$ cat config.mk
export PLATFORM = sky130hd
export DESIGN_NAME = reset_supervisor
export DESIGN_NICKNAME = d
export VERILOG_FILES = /design/src/rtl/reset_supervisor_pkg.sv /design/src/rtl/reset_supervisor_timer.sv /design/src/rtl/reset_supervisor_dp.sv /design/src/rtl/reset_supervisor_ctrl.sv /design/src/rtl/reset_supervisor.sv
export SDC_FILE = /design/constraint.sdc
export NUM_CORES = 1
export LEC_CHECK = 0
export ABC_AREA = 1
export BUFFER_PORTS_ARGS = -buffer_cell sky130_fd_sc_hd__buf_2
export CORE_MARGIN = 10
export CORE_UTILIZATION = 64
export CTS_CLUSTER_DIAMETER = 40
export DETAILED_ROUTE_END_ITERATION = 8
export PLACE_DENSITY = 0.83
export SYNTH_ARGS = -nofsm -noshare
export SYNTH_HDL_FRONTEND = slang
export SYNTH_HIERARCHICAL = 1
export SYNTH_SLANG_ARGS = --single-unit
export TNS_END_PERCENT = 10
$ cat constraint.sdc
create_clock -name clk -period 4.9 [get_ports clk]
set_input_delay 1.225 -clock clk [delete_from_list [all_inputs] [get_ports clk]]
set_output_delay 1.225 -clock clk [all_outputs]
set_load 0.05 [all_outputs]
$ cat src/rtl/reset_supervisor_pkg.sv
package reset_supervisor_pkg;

  typedef enum logic [2:0] {
    CAUSE_POWER   = 3'd0,
    CAUSE_PIN     = 3'd1,
    CAUSE_SPI_CMD = 3'd2,
    CAUSE_SPI_WD  = 3'd3,
    CAUSE_CPU_WD  = 3'd4
  } resetCause_e;

  localparam int NUM_TIMERS = 3;
  localparam int TMR_PIN    = 0;
  localparam int TMR_SPI    = 1;
  localparam int TMR_CPU    = 2;

  typedef struct packed {
    logic [NUM_TIMERS-1:0] timerClear;
    logic [NUM_TIMERS-1:0] timerCount;
    logic                  holdLoad;
    logic                  holdDec;
    logic                  causeLoad;
    resetCause_e           causeVal;
  } ctrlStrobes_t;

endpackage

$ cat src/rtl/reset_supervisor_timer.sv
// Saturating window counter: atLast goes high once LIMIT-1 counted edges have passed.
module reset_supervisor_timer #(
  parameter int unsigned LIMIT = 4
) (
  input  logic clk,
  input  logic supplyGood,
  input  logic clear,
  input  logic count,
  output logic atLast
);
  localparam int W = $clog2(LIMIT + 1);
  localparam logic [W-1:0] LAST = W'(LIMIT - 1);

  logic [W-1:0] cntQ;

  always_ff @(posedge clk or negedge supplyGood) begin
    if (!supplyGood) begin
      cntQ <= '0;
    end else if (clear) begin
      cntQ <= '0;
    end else if (count && (cntQ != LAST)) begin
      cntQ <= cntQ + W'(1);
    end
  end

  assign atLast = (cntQ == LAST);
endmodule

$ cat src/rtl/reset_supervisor_dp.sv
module reset_supervisor_dp
  import reset_supervisor_pkg::*;
#(
  parameter int unsigned PIN_FILTER_CYCLES = 1000,
  parameter int unsigned SPI_WD_CYCLES     = 2650000,
  parameter int unsigned CPU_WD_CYCLES     = 6250000,
  parameter int unsigned PULSE_CYCLES      = 16
) (
  input  logic                  clk,
  input  logic                  supplyGood,
  input  ctrlStrobes_t          strobes,
  output logic [NUM_TIMERS-1:0] timerAtLast,
  output logic                  holdActive,
  output logic [2:0]            resetCause
);
  localparam int unsigned LIMITS [NUM_TIMERS] =
    '{PIN_FILTER_CYCLES, SPI_WD_CYCLES, CPU_WD_CYCLES};
  localparam int HW = $clog2(PULSE_CYCLES + 1);
  localparam logic [HW-1:0] HOLD_INIT = HW'(PULSE_CYCLES);

  logic [HW-1:0] holdQ;
  resetCause_e   causeQ;

  for (genvar i = 0; i < NUM_TIMERS; i++) begin : g_timer
    reset_supervisor_timer #(.LIMIT(LIMITS[i])) timer_i (
      .clk       (clk),
      .supplyGood(supplyGood),
      .clear     (strobes.timerClear[i]),
      .count     (strobes.timerCount[i]),
      .atLast    (timerAtLast[i])
    );
  end

  always_ff @(posedge clk or negedge supplyGood) begin
    if (!supplyGood) begin
      holdQ  <= HOLD_INIT;
      causeQ <= CAUSE_POWER;
    end else begin
      if (strobes.holdLoad) begin
        holdQ <= HOLD_INIT;
      end else if (strobes.holdDec) begin
        holdQ <= holdQ - HW'(1);
      end
      if (strobes.causeLoad) begin
        causeQ <= strobes.causeVal;
      end
    end
  end

  assign holdActive = (holdQ != '0);
  assign resetCause = causeQ;
endmodule

$ cat src/rtl/reset_supervisor_ctrl.sv
module reset_supervisor_ctrl
  import reset_supervisor_pkg::*;
(
  input  logic                  extResetN,
  input  logic                  spiResetCmd,
  input  logic                  spiValidOp,
  input  logic                  cpuKick,
  input  logic                  spiWdEnable,
  input  logic [NUM_TIMERS-1:0] timerAtLast,
  input  logic                  holdActive,
  output ctrlStrobes_t          strobes
);
  logic idle, pinLow, pinReq, cmdReq, spiWdReq, cpuWdReq, anyReq;

  always_comb begin
    idle     = !holdActive;
    pinLow   = !extResetN;
    pinReq   = pinLow && timerAtLast[TMR_PIN];
    cmdReq   = idle && spiResetCmd;
    spiWdReq = idle && spiWdEnable && !spiValidOp && timerAtLast[TMR_SPI];
    cpuWdReq = idle && !cpuKick && timerAtLast[TMR_CPU];
    anyReq   = pinReq || cmdReq || spiWdReq || cpuWdReq;

    strobes = '0;
    strobes.timerClear[TMR_PIN] = !pinLow;
    strobes.timerCount[TMR_PIN] = pinLow;
    strobes.timerClear[TMR_SPI] = holdActive || !spiWdEnable || spiValidOp;
    strobes.timerCount[TMR_SPI] = !strobes.timerClear[TMR_SPI];
    strobes.timerClear[TMR_CPU] = holdActive || cpuKick;
    strobes.timerCount[TMR_CPU] = !strobes.timerClear[TMR_CPU];

    strobes.holdLoad  = anyReq;
    strobes.holdDec   = holdActive && !anyReq;
    strobes.causeLoad = anyReq && idle;

    if (pinReq)        strobes.causeVal = CAUSE_PIN;
    else if (cmdReq)   strobes.causeVal = CAUSE_SPI_CMD;
    else if (spiWdReq) strobes.causeVal = CAUSE_SPI_WD;
    else if (cpuWdReq) strobes.causeVal = CAUSE_CPU_WD;
    else               strobes.causeVal = CAUSE_POWER;
  end
endmodule

$ cat src/rtl/reset_supervisor.sv
module reset_supervisor
  import reset_supervisor_pkg::*;
#(
  parameter int unsigned PIN_FILTER_CYCLES = 1000,
  parameter int unsigned SPI_WD_CYCLES     = 2650000,
  parameter int unsigned CPU_WD_CYCLES     = 6250000,
  parameter int unsigned PULSE_CYCLES      = 16
) (
  input  logic       clk,
  input  logic       supplyGood,
  input  logic       extResetN,
  input  logic       spiResetCmd,
  input  logic       spiValidOp,
  input  logic       cpuKick,
  input  logic       spiWdEnable,
  output logic       chipReset,
  output logic [2:0] resetCause
);
  ctrlStrobes_t          strobes;
  logic [NUM_TIMERS-1:0] timerAtLast;
  logic                  holdActive;

  reset_supervisor_ctrl ctrl_i (
    .extResetN  (extResetN),
    .spiResetCmd(spiResetCmd),
    .spiValidOp (spiValidOp),
    .cpuKick    (cpuKick),
    .spiWdEnable(spiWdEnable),
    .timerAtLast(timerAtLast),
    .holdActive (holdActive),
    .strobes    (strobes)
  );

  reset_supervisor_dp #(
    .PIN_FILTER_CYCLES(PIN_FILTER_CYCLES),
    .SPI_WD_CYCLES    (SPI_WD_CYCLES),
    .CPU_WD_CYCLES    (CPU_WD_CYCLES),
    .PULSE_CYCLES     (PULSE_CYCLES)
  ) dp_i (
    .clk        (clk),
    .supplyGood (supplyGood),
    .strobes    (strobes),
    .timerAtLast(timerAtLast),
    .holdActive (holdActive),
    .resetCause (resetCause)
  );

  assign chipReset = holdActive;
endmodule

==> results.tsv <==
metric	value	unit
full die area	10400	um2
Post-Syn Instances	641	
Mapped Avg Cell Area	6.68	um2
post-synthesis mux area share	0.00789	
CTS tree	done	
DR DRC count	0	
most common cell after layout, fill and taps aside	nand2_1	
Worst-Margin Slew	0.893	ns
simple-gate share of the synthesized area	0.456	
main combinational cell family by area after synthesis	simple AND/OR/NAND/NOR gates	
critical-path cell list	inv_1 -> ha_1 -> nand3_1 -> buf_2	
Worst-path clk slew	0.07	ns
Initial DRC Count	202	
Final Total Pwr	1.10	mW
htree depth	3	
sequential share of power	0.512	
ANT nets after route	0	
Setup Fix Bufs, Post-CTS	0	
crit path DAT	1.58	ns
Final Hold Slack	0.493	ns
via count of the routed design	4035	
share of cells above drive strength 1	0.0979	
Initial Util	0.667	
routability cong.	0.908	
worst-path fanout max	5	
hpwl dp	6.98	mm
Main synth FF type	dfrtp_1	
Worst VDD drop	0.000156	V
vias in the first global route	3924	
Period minus WS final	2.81	ns
Slowest-stage cell, CP	dfrtp_1	
Comb power frac	0.134	
largest net degree at the start of global routing	41	
final hold vios	0	
most frequent cells in the layout	236 x nand2_1, 94 x nor2_1, 62 x dfrtp_1	
status	finished, final reports clean	
area delta synth->final	5.32	%
Post-synth EDFFs	0	
Core ar.	6420	um2
post-synth cell types	37	
Total Wirelength	9.49	mm
Filler Cell Count	540	
WS Path Type	reg -> out	
# setup viols final	0	
Tot GR Track Use	0.198	
input/output buffers	10	
Antenna Cells	0	
row count	29	
Non-Filler Instances	731	
Slew headroom	0.405	
gr ovfl total	0	
Power Internal	0.772	mW
Root Driver	clkbuf_8	
nets	662	
post-synthesis compound-gate area fraction	0.0245	
Pwr Density	244	nW/um2
max-slew violations	0	
Die Y	102	um
clock net sink count	63	
post-CTS sizing	0	
initial antenna violation count	0	
first-pass GRT wire length	17.0	mm
synthesized area	4280	um2
IO Pins	11	
Reg2Reg Setup Slack	2.27	ns
fmax	356	MHz
Routed wire per std cell	13.0	um
Sw Ratio	0.300	
hold buffer count at CTS	0	
YS warnings	6	
Worst EP required	3.67	ns
CP peak stage delay	0.36	ns
Seq/Total Area, Yosys	0.368	
Max Cap Violations	0	
Reg area	1580	um2
Post-Synth Adder-Cell Area	0.0175	
Placed Instances	715	
Vias/cell	5.52	
Setup WS pre-CTS	1.97	ns
Synth Area in XOR/XNOR	0.0430	
Max Root-Sink Buffers	2	
Critical Path Source Type	flop	
Worst-Skew Late Latency	0.34	ns
Max Clock Skew	0.00916	ns
Die Wd	102	um
P_sw	0.330	mW
syn_nets	654	
RSZ-0062 raised after global routing	no	
Setup crit end kind	primary output	
Final Worst Setup Slack	2.09	ns
register bit total from synthesis	63	
total CTS buffers	9	
setup TNS	0	ns
Clk pwr share	0.354	
Final period util	0.573	
FFs w/ async S/R, synth	1.00	
drt pass-1 iters	4	
Leakage	2.24	nW
Hold WC Path Type	reg -> reg	
area occupied by multi-input gates	2350	um2
-- synth_stat cells (2+ instances only) --
cell type,count,share of area
nand2_1,236,0.21
nor2_1,94,0.082
dfrtp_1,62,0.36
inv_1,57,0.050
nand3_1,53,0.062
nand4_1,31,0.045
xor2_1,19,0.039
nand2_2,9,0.013
nor2_2,7,0.010
ha_1,6,0.018
o21ai_1,6,0.0070
nand3_2,5,0.012
o21ai_0,5,0.0058
buf_2,4,0.0047
buf_4,4,0.0070
inv_2,4,0.0035
nor3_1,4,0.0047
clkbuf_1,3,0.0026
clkinv_1,3,0.0026
mux2_2,3,0.0079
o21bai_1,3,0.0053
a21o_1,2,0.0035
and2_1,2,0.0029
clkinv_4,2,0.0041
nand2_4,2,0.0053
nor2_4,2,0.0053
or2_2,2,0.0029
xnor2_1,2,0.0041
-- state kept, by name, indices dropped and copies added, names as in the netlist --
register and cells:
dp_i/resetCause 3, dp_i/holdQ 5, dp_i/g_timer.timer_i/cntQ 55
-- critical path: cells and delay by family (launching register included) --
family | cells | cell delay, ns
buf+inv | 2 | 0.41
simple gates | 1 | 0.21
flops | 1 | 0.36
fa+ha+maj | 1 | 0.26
-- metal layers --
layer  share of wire  track usage  routed length [um]
met5               0            0                   0
met4           0.016       0.0825                 153
met3           0.040       0.0415                 383
met2            0.51        0.345                4880
met1            0.43        0.231                4080
-- worst paths after layout --
check                               from                                to  cells after the start
setup reg to reg           dp_i/holdQ[0]   dp_i/g_timer[2].timer_i/cntQ[9]                     10
setup / recovery           dp_i/holdQ[0]                         chipReset                      4
hold / removal             dp_i/holdQ[4]                     dp_i/holdQ[4]                      2
min in group asynchronous     supplyGood  dp_i/g_timer[2].timer_i/cntQ[16]                      1
hold reg to reg            dp_i/holdQ[4]                     dp_i/holdQ[4]                      2
max in group asynchronous     supplyGood   dp_i/g_timer[2].timer_i/cntQ[3]                      2
-- final cells by class --
cell class / instances / area share
tap: 77 / 0.0214
timing repair buffer: 11 / 0.0128
clock buffer: 10 / 0.0283
clock inverter: 6 / 0.00832
inverter: 67 / 0.0583
multi-input combinational: 497 / 0.521
sequential: 63 / 0.350
-- logic make-up after synthesis --
| family | Yosys count |
|---|---|
| flops | 63 |
| buf+inv | 81 |
| fa+ha+maj | 6 |
| compound gates | 18 |
| simple gates | 449 |
| xor+xnor | 21 |
| mux | 3 |
-- metrics by stage --
stage | instance area [um2] | util
finish | 4510 | 0.702
global placement | 4340 | 0.676
floorplan | 4280 | -
global route | 4510 | 0.702
CTS | 4510 | 0.702
detailed placement | 4340 | 0.676
-- power groups by stage --
stage	clock network, mW	registers [mW]	logic (mW)
after floorplan	0	0.571	0.112
after global placement	0	0.572	0.138
after detailed placement	0	0.575	0.149
after CTS	0.403	0.565	0.149
after global routing	0.426	0.569	0.168
final	0.390	0.565	0.147
No activity file was read; power rests on OpenSTA's default activity.
